--- config.mk ---
export PLATFORM = sky130hd
export DESIGN_NAME = uart_mdm_unit
export DESIGN_NICKNAME = d
export VERILOG_FILES = /design/src/rtl/uart_mdm_pkg.sv /design/src/rtl/uart_mdm_sync.sv /design/src/rtl/uart_mdm_ctrl_reg.sv /design/src/rtl/uart_mdm_status.sv /design/src/rtl/uart_mdm_unit.sv
export SDC_FILE = /design/constraint.sdc
export NUM_CORES = 1
export LEC_CHECK = 0
export BUFFER_PORTS_ARGS = -buffer_cell sky130_fd_sc_hd__buf_2
export CAP_MARGIN = 20
export CORE_MARGIN = 4
export CORE_UTILIZATION = 51
export CTS_BUF_LIST = sky130_fd_sc_hd__clkbuf_8
export CTS_CLUSTER_DIAMETER = 120
export CTS_CLUSTER_SIZE = 40
export DETAILED_ROUTE_END_ITERATION = 8
export PLACE_DENSITY = 0.88
export SYNTH_ARGS = -nofsm -noshare
export SYNTH_HDL_FRONTEND = slang
export SYNTH_SLANG_ARGS = --single-unit
--- constraint.sdc ---
create_clock -name clk_i -period 3.15 [get_ports clk_i]
set_clock_uncertainty 0.05 [all_clocks]
set_input_delay 0.4725 -clock clk_i [delete_from_list [all_inputs] [get_ports clk_i]]
set_output_delay 0.4725 -clock clk_i [all_outputs]
set_load 0.02 [all_outputs]
--- src/rtl/uart_mdm_pkg.sv ---
package uart_mdm_pkg;
  localparam int unsigned REG_W  = 8;
  localparam int unsigned LINE_N = 4;

  // inbound line order; also the delta bit order of the status register
  localparam int unsigned L_CTS = 0;
  localparam int unsigned L_DSR = 1;
  localparam int unsigned L_RI  = 2;
  localparam int unsigned L_CD  = 3;

  // control register fields
  localparam int unsigned C_DTR   = 0;
  localparam int unsigned C_RTS   = 1;
  localparam int unsigned C_AUX   = 2;
  localparam int unsigned C_IRQ   = 3;
  localparam int unsigned C_LOOP  = 4;
  localparam int unsigned C_LOCK  = 5;  // first write-protected bit
  localparam int unsigned C_PRESC = 7;

  typedef enum logic {
    SEL_CTRL = 1'b0,
    SEL_STAT = 1'b1
  } reg_sel_e;
endpackage

--- src/rtl/uart_mdm_sync.sv ---
module uart_mdm_sync #(
  parameter int unsigned       WIDTH   = 4,
  parameter int unsigned       STAGES  = 2,
  parameter logic [WIDTH-1:0]  RST_VAL = '1
) (
  input  logic             clk_i,
  input  logic             rst_ni,
  input  logic [WIDTH-1:0] d_i,
  output logic [WIDTH-1:0] q_o
);
  logic [WIDTH-1:0] stg [STAGES];

  for (genvar s = 0; s < STAGES; s++) begin : g_stg
    if (s == 0) begin : g_first
      always_ff @(posedge clk_i or negedge rst_ni) begin
        if (!rst_ni) stg[s] <= RST_VAL;
        else         stg[s] <= d_i;
      end
    end else begin : g_next
      always_ff @(posedge clk_i or negedge rst_ni) begin
        if (!rst_ni) stg[s] <= RST_VAL;
        else         stg[s] <= stg[s-1];
      end
    end
  end

  assign q_o = stg[STAGES-1];
endmodule

--- src/rtl/uart_mdm_ctrl_reg.sv ---
module uart_mdm_ctrl_reg #(
  parameter int unsigned REG_W    = 8,
  parameter int unsigned LOCK_LSB = 5
) (
  input  logic             clk_i,
  input  logic             rst_ni,
  input  logic             we_i,
  input  logic             unlock_i,
  input  logic [REG_W-1:0] wdata_i,
  output logic [REG_W-1:0] ctrl_o
);
  logic [REG_W-1:0] ctrl_q;

  always_ff @(posedge clk_i or negedge rst_ni) begin
    if (!rst_ni) begin
      ctrl_q <= '0;
    end else if (we_i) begin
      ctrl_q[LOCK_LSB-1:0] <= wdata_i[LOCK_LSB-1:0];
      if (unlock_i) ctrl_q[REG_W-1:LOCK_LSB] <= wdata_i[REG_W-1:LOCK_LSB];
    end
  end

  assign ctrl_o = ctrl_q;
endmodule

--- src/rtl/uart_mdm_status.sv ---
module uart_mdm_status #(
  parameter int unsigned       LINES      = 4,
  parameter int unsigned       ARM_CYC    = 3,
  parameter logic [LINES-1:0]  TRAIL_ONLY = 4'b0100
) (
  input  logic             clk_i,
  input  logic             rst_ni,
  input  logic [LINES-1:0] lvl_i,
  input  logic             rd_clr_i,
  output logic [LINES-1:0] evt_o,
  output logic [LINES-1:0] prev_o,
  output logic [LINES-1:0] delta_o
);
  localparam int unsigned ARM_W = $clog2(ARM_CYC + 1);

  logic [ARM_W-1:0] arm_cnt;
  logic             armed;
  logic [LINES-1:0] prev_q, raw, delta_q;

  assign armed = (arm_cnt == ARM_W'(ARM_CYC));

  // mask edges until the synchronizer and prev_q hold real pin levels
  always_ff @(posedge clk_i or negedge rst_ni) begin
    if (!rst_ni)     arm_cnt <= '0;
    else if (!armed) arm_cnt <= arm_cnt + 1'b1;
  end

  always_ff @(posedge clk_i or negedge rst_ni) begin
    if (!rst_ni) prev_q <= '0;
    else         prev_q <= lvl_i;
  end

  for (genvar i = 0; i < LINES; i++) begin : g_edge
    if (TRAIL_ONLY[i]) begin : g_trail
      assign raw[i] = prev_q[i] & ~lvl_i[i];
    end else begin : g_any
      assign raw[i] = prev_q[i] ^ lvl_i[i];
    end
  end

  assign evt_o = armed ? raw : '0;

  always_ff @(posedge clk_i or negedge rst_ni) begin
    if (!rst_ni)       delta_q <= '0;
    else if (rd_clr_i) delta_q <= evt_o;
    else               delta_q <= delta_q | evt_o;
  end

  assign prev_o  = prev_q;
  assign delta_o = delta_q;
endmodule

--- src/rtl/uart_mdm_unit.sv ---
module uart_mdm_unit
  import uart_mdm_pkg::*;
#(
  parameter int unsigned SYNC_STAGES = 2
) (
  input  logic       clk_i,
  input  logic       rst_ni,
  input  logic       reg_sel_i,
  input  logic       wr_en_i,
  input  logic       rd_en_i,
  input  logic [7:0] wdata_i,
  output logic [7:0] rdata_o,
  input  logic       feat_unlock_i,
  input  logic       auto_rts_i,
  input  logic       flow_rts_i,
  input  logic       cts_ni,
  input  logic       dsr_ni,
  input  logic       ri_ni,
  input  logic       cd_ni,
  output logic       dtr_no,
  output logic       rts_no,
  output logic       irq_oe_o,
  output logic       prescale_div4_o,
  input  logic       ser_tx_i,
  output logic       ser_tx_o,
  input  logic       ser_rx_i,
  output logic       ser_rx_o
);
  localparam logic [LINE_N-1:0] RI_MASK = LINE_N'(1) << L_RI;

  logic [REG_W-1:0]  ctrl_q;
  logic [LINE_N-1:0] pin_n, pin_s, lvl, evt, prev_q, delta_q;
  logic              loop_en, ctrl_we, stat_rd;

  assign ctrl_we = wr_en_i && (reg_sel_e'(reg_sel_i) == SEL_CTRL);
  assign stat_rd = rd_en_i && (reg_sel_e'(reg_sel_i) == SEL_STAT);

  uart_mdm_ctrl_reg #(
    .REG_W   (REG_W),
    .LOCK_LSB(C_LOCK)
  ) u_ctrl (
    .clk_i   (clk_i),
    .rst_ni  (rst_ni),
    .we_i    (ctrl_we),
    .unlock_i(feat_unlock_i),
    .wdata_i (wdata_i),
    .ctrl_o  (ctrl_q)
  );

  always_comb begin
    pin_n        = '0;
    pin_n[L_CTS] = cts_ni;
    pin_n[L_DSR] = dsr_ni;
    pin_n[L_RI]  = ri_ni;
    pin_n[L_CD]  = cd_ni;
  end

  uart_mdm_sync #(
    .WIDTH  (LINE_N),
    .STAGES (SYNC_STAGES),
    .RST_VAL({LINE_N{1'b1}})
  ) u_sync (
    .clk_i (clk_i),
    .rst_ni(rst_ni),
    .d_i   (pin_n),
    .q_o   (pin_s)
  );

  assign loop_en = ctrl_q[C_LOOP];

  // loopback crosses DTR onto DSR and RTS onto CTS
  always_comb begin
    if (loop_en) begin
      lvl        = '0;
      lvl[L_CTS] = ctrl_q[C_RTS];
      lvl[L_DSR] = ctrl_q[C_DTR];
      lvl[L_RI]  = ctrl_q[C_AUX];
      lvl[L_CD]  = ctrl_q[C_IRQ];
    end else begin
      lvl = ~pin_s;
    end
  end

  uart_mdm_status #(
    .LINES     (LINE_N),
    .ARM_CYC   (SYNC_STAGES + 1),
    .TRAIL_ONLY(RI_MASK)
  ) u_stat (
    .clk_i   (clk_i),
    .rst_ni  (rst_ni),
    .lvl_i   (lvl),
    .rd_clr_i(stat_rd),
    .evt_o   (evt),
    .prev_o  (prev_q),
    .delta_o (delta_q)
  );

  assign rdata_o = (reg_sel_e'(reg_sel_i) == SEL_STAT) ? {lvl, delta_q} : ctrl_q;

  assign dtr_no          = ~ctrl_q[C_DTR];
  assign rts_no          = auto_rts_i ? ~flow_rts_i : ~ctrl_q[C_RTS];
  assign irq_oe_o        = ctrl_q[C_IRQ];
  assign prescale_div4_o = ctrl_q[C_PRESC];

  assign ser_tx_o = loop_en ? 1'b1 : ser_tx_i;
  assign ser_rx_o = loop_en ? ser_tx_i : ser_rx_i;
endmodule

==> reports/results.tsv <==
metric	value	unit
finish.instance_area	1346	um2
antennaDiodeCount	0	
tightest_slew	543.3	ps
crit_fanout	13	
regArea	660.6	um2
status	completed	
synth.cell_area	1111	um2
drt-initial-drc-count	11	
p_leak	0.6524	nW
final_cells	152	
viasPerCell	5.125	
cts_resized	0	
yosysTopAreaCellShare	40.54	%
cts_tree	built	
dr.pass1.iters	4	
setup_ws	1051	ps
crit_arrival	1580	ps
grt_antenna_before_repair	0	
dieArea	2989	um2
grt_max_degree	27	
ys_seq_area_share	59.46	%
syn_inst	90	
synthArstFlopShare	100.0	%
io_buffers	35	
rsz0062_at_grt	no	
boundaryPins	36	
ys_warn_count	0	
slew_headroom	63.78	%
power.density	598.5	nW/um2
cts.path.max_buffers	2	
grt_util_all_layers	16.58	%
grt_pass1_wl	3387	um
syn_to_final_growth	21.17	%
placedCellCount	148	
final_nets	149	
grt_overflow	0	
setup_violations	0	
dp.final_hpwl	1668	um
wirelength	2210	um
wl_per_cell	14.54	um
finalCriticalPeriod	2099	ps
hp-class	input pin to async pin	
cts_sinks	26	
yosysMostFrequentCell	dfrtp_1	
initial_core_util	54.95	%
multi_input_area	406.6	um2
drive_gt1_share	50.40	%
vdd_ir_drop_max	0.3580	mV
syn_area_per_cell	12.35	um2
rr_worst_depth	3	
syn-num-nets	113	
crit_required	2630	ps
ant_nets	0	
fin_crit_sh	66.63	%
cap_violations	0	
die_w	54.68	um
synth_edf_count	0	
htreeDepth	1	
finalSetupTns	0	ps
core_area	2022	um2
cts-root-buf	clkbuf_8	
synth.ff_latch_count	26	
synth_ff_type	dfrtp_1	
synthTopCellsByArea	dfrtp_1 41%, dfstp_2 19%, mux2_2 9.1%	
grt_pass1_vias	770	
fmax	476.5	MHz
synth_top_area_cell	dfrtp_1	
post-place-ws	1347	ps
ys_top_cells_by_count	18 x dfrtp_1, 12 x nand2_1, 9 x mux2_2	
fill_cells	147	
routabilityCongestion	0.7934	
startpoint_type	flop	
path_class	flop to output pin	
drc	0	
dr_total_vias	779	
cts_buffers	3	
postCtsHoldBufs	0	
cts_setup_buffers	0	
endpoint_kind	output pin	
clk_latency	260	ps
cts.clk_slew.worst_paths	90	ps
hold_violations	0	
die_h	54.68	um
fp-row-count	16	
placedInstanceArea	1291	um2
maxSlewViolCount	0	
synth.distinct_cells	24	
[routing by layer]
metal  GRT usage (%)  share of wire [%]  up-vias
li1                -                  -      370
met1           19.40                 39      371
met2           27.76                 51       32
met3           4.632                7.8        6
met4           7.884                2.0        0
met5               0                  0        -
[through the flow]
step                total power (W)  utilization, %  hold WS, ps
floorplan                 0.0005389               -        126.9
global placement          0.0005944           63.86        296.3
detailed placement        0.0006063           63.86        299.0
CTS                       0.0008132           66.58        153.6
global route              0.0008527           66.58        166.8
finish                    0.0008057           66.58        131.0
[critical path: stages, from the launching register on]
cell and delay, ps:
dfrtp_1 520, nand2b_1 220, and2_4 170, mux2_2 250
buf_2 160
[layout by cell type (no fill, tap or decap)]
cell type / count
nand2_4: 1
dfrtp_1: 18
or2_2: 1
a21oi_1: 5
a221o_1: 1
xnor2_1: 1
nand4b_1: 2
and2_4: 1
buf_2: 35
nand2b_1: 4
nor2_1: 4
mux2_2: 9
ha_1: 1
o211ai_1: 2
nor2b_1: 1
nor2b_2: 1
mux2_4: 3
nand2_1: 12
inv_1: 4
dfstp_2: 8
clkbuf_8: 4
mux2i_1: 2
o21ai_0: 5
[registers in the layout, indices dropped and copies added (netlist names)]
name / cells
u_sync.q_o: 4
u_stat.prev_o: 4
u_stat.delta_o: 4
u_stat.arm_cnt: 2
u_ctrl.ctrl_o: 8
u_sync.stg: 4
[power by group]
group	switching (W)	internal, W	total, W
clock	0.0000946	0.000111	0.000206
sequential	0.0000301	0.000380	0.000411
combinational	0.000104	0.0000847	0.000189
[logic make-up after synthesis]
family	share of synthesized area (%)
and+or+nand+nor	12.95
DFF	59.46
muxes	14.98
AOI/OAI and AO/OA	6.756
buffers and inverters	3.941
xor gates and xnor gates	0.7884
adders and majority gates	1.126
[cell type report]
class	count	area share (%)
well taps	27	2.509
repair buffers	35	13.01
multi-input cells	56	30.20
clock buffers	4	4.089
inverters	4	1.115
flip-flops and latches	26	49.07
[path summary, 6_finish.rpt]
check / startpoint / to / slack, ps
setup reg to reg: u_stat.arm_cnt[0] / u_stat.delta_o[3] / 1730
min in group clk_i: dsr_ni / u_sync.stg[5] / 250
max in group asynchronous: rst_ni / u_sync.stg[6] / 2540
setup / recovery: u_ctrl.ctrl_o[4] / rdata_o[7] / 1050
hold reg to reg: u_sync.stg[6] / u_sync.q_o[2] / 310
hold / removal: rst_ni / u_stat.prev_o[0] / 130
No activity file was read; power rests on OpenSTA's default activity.
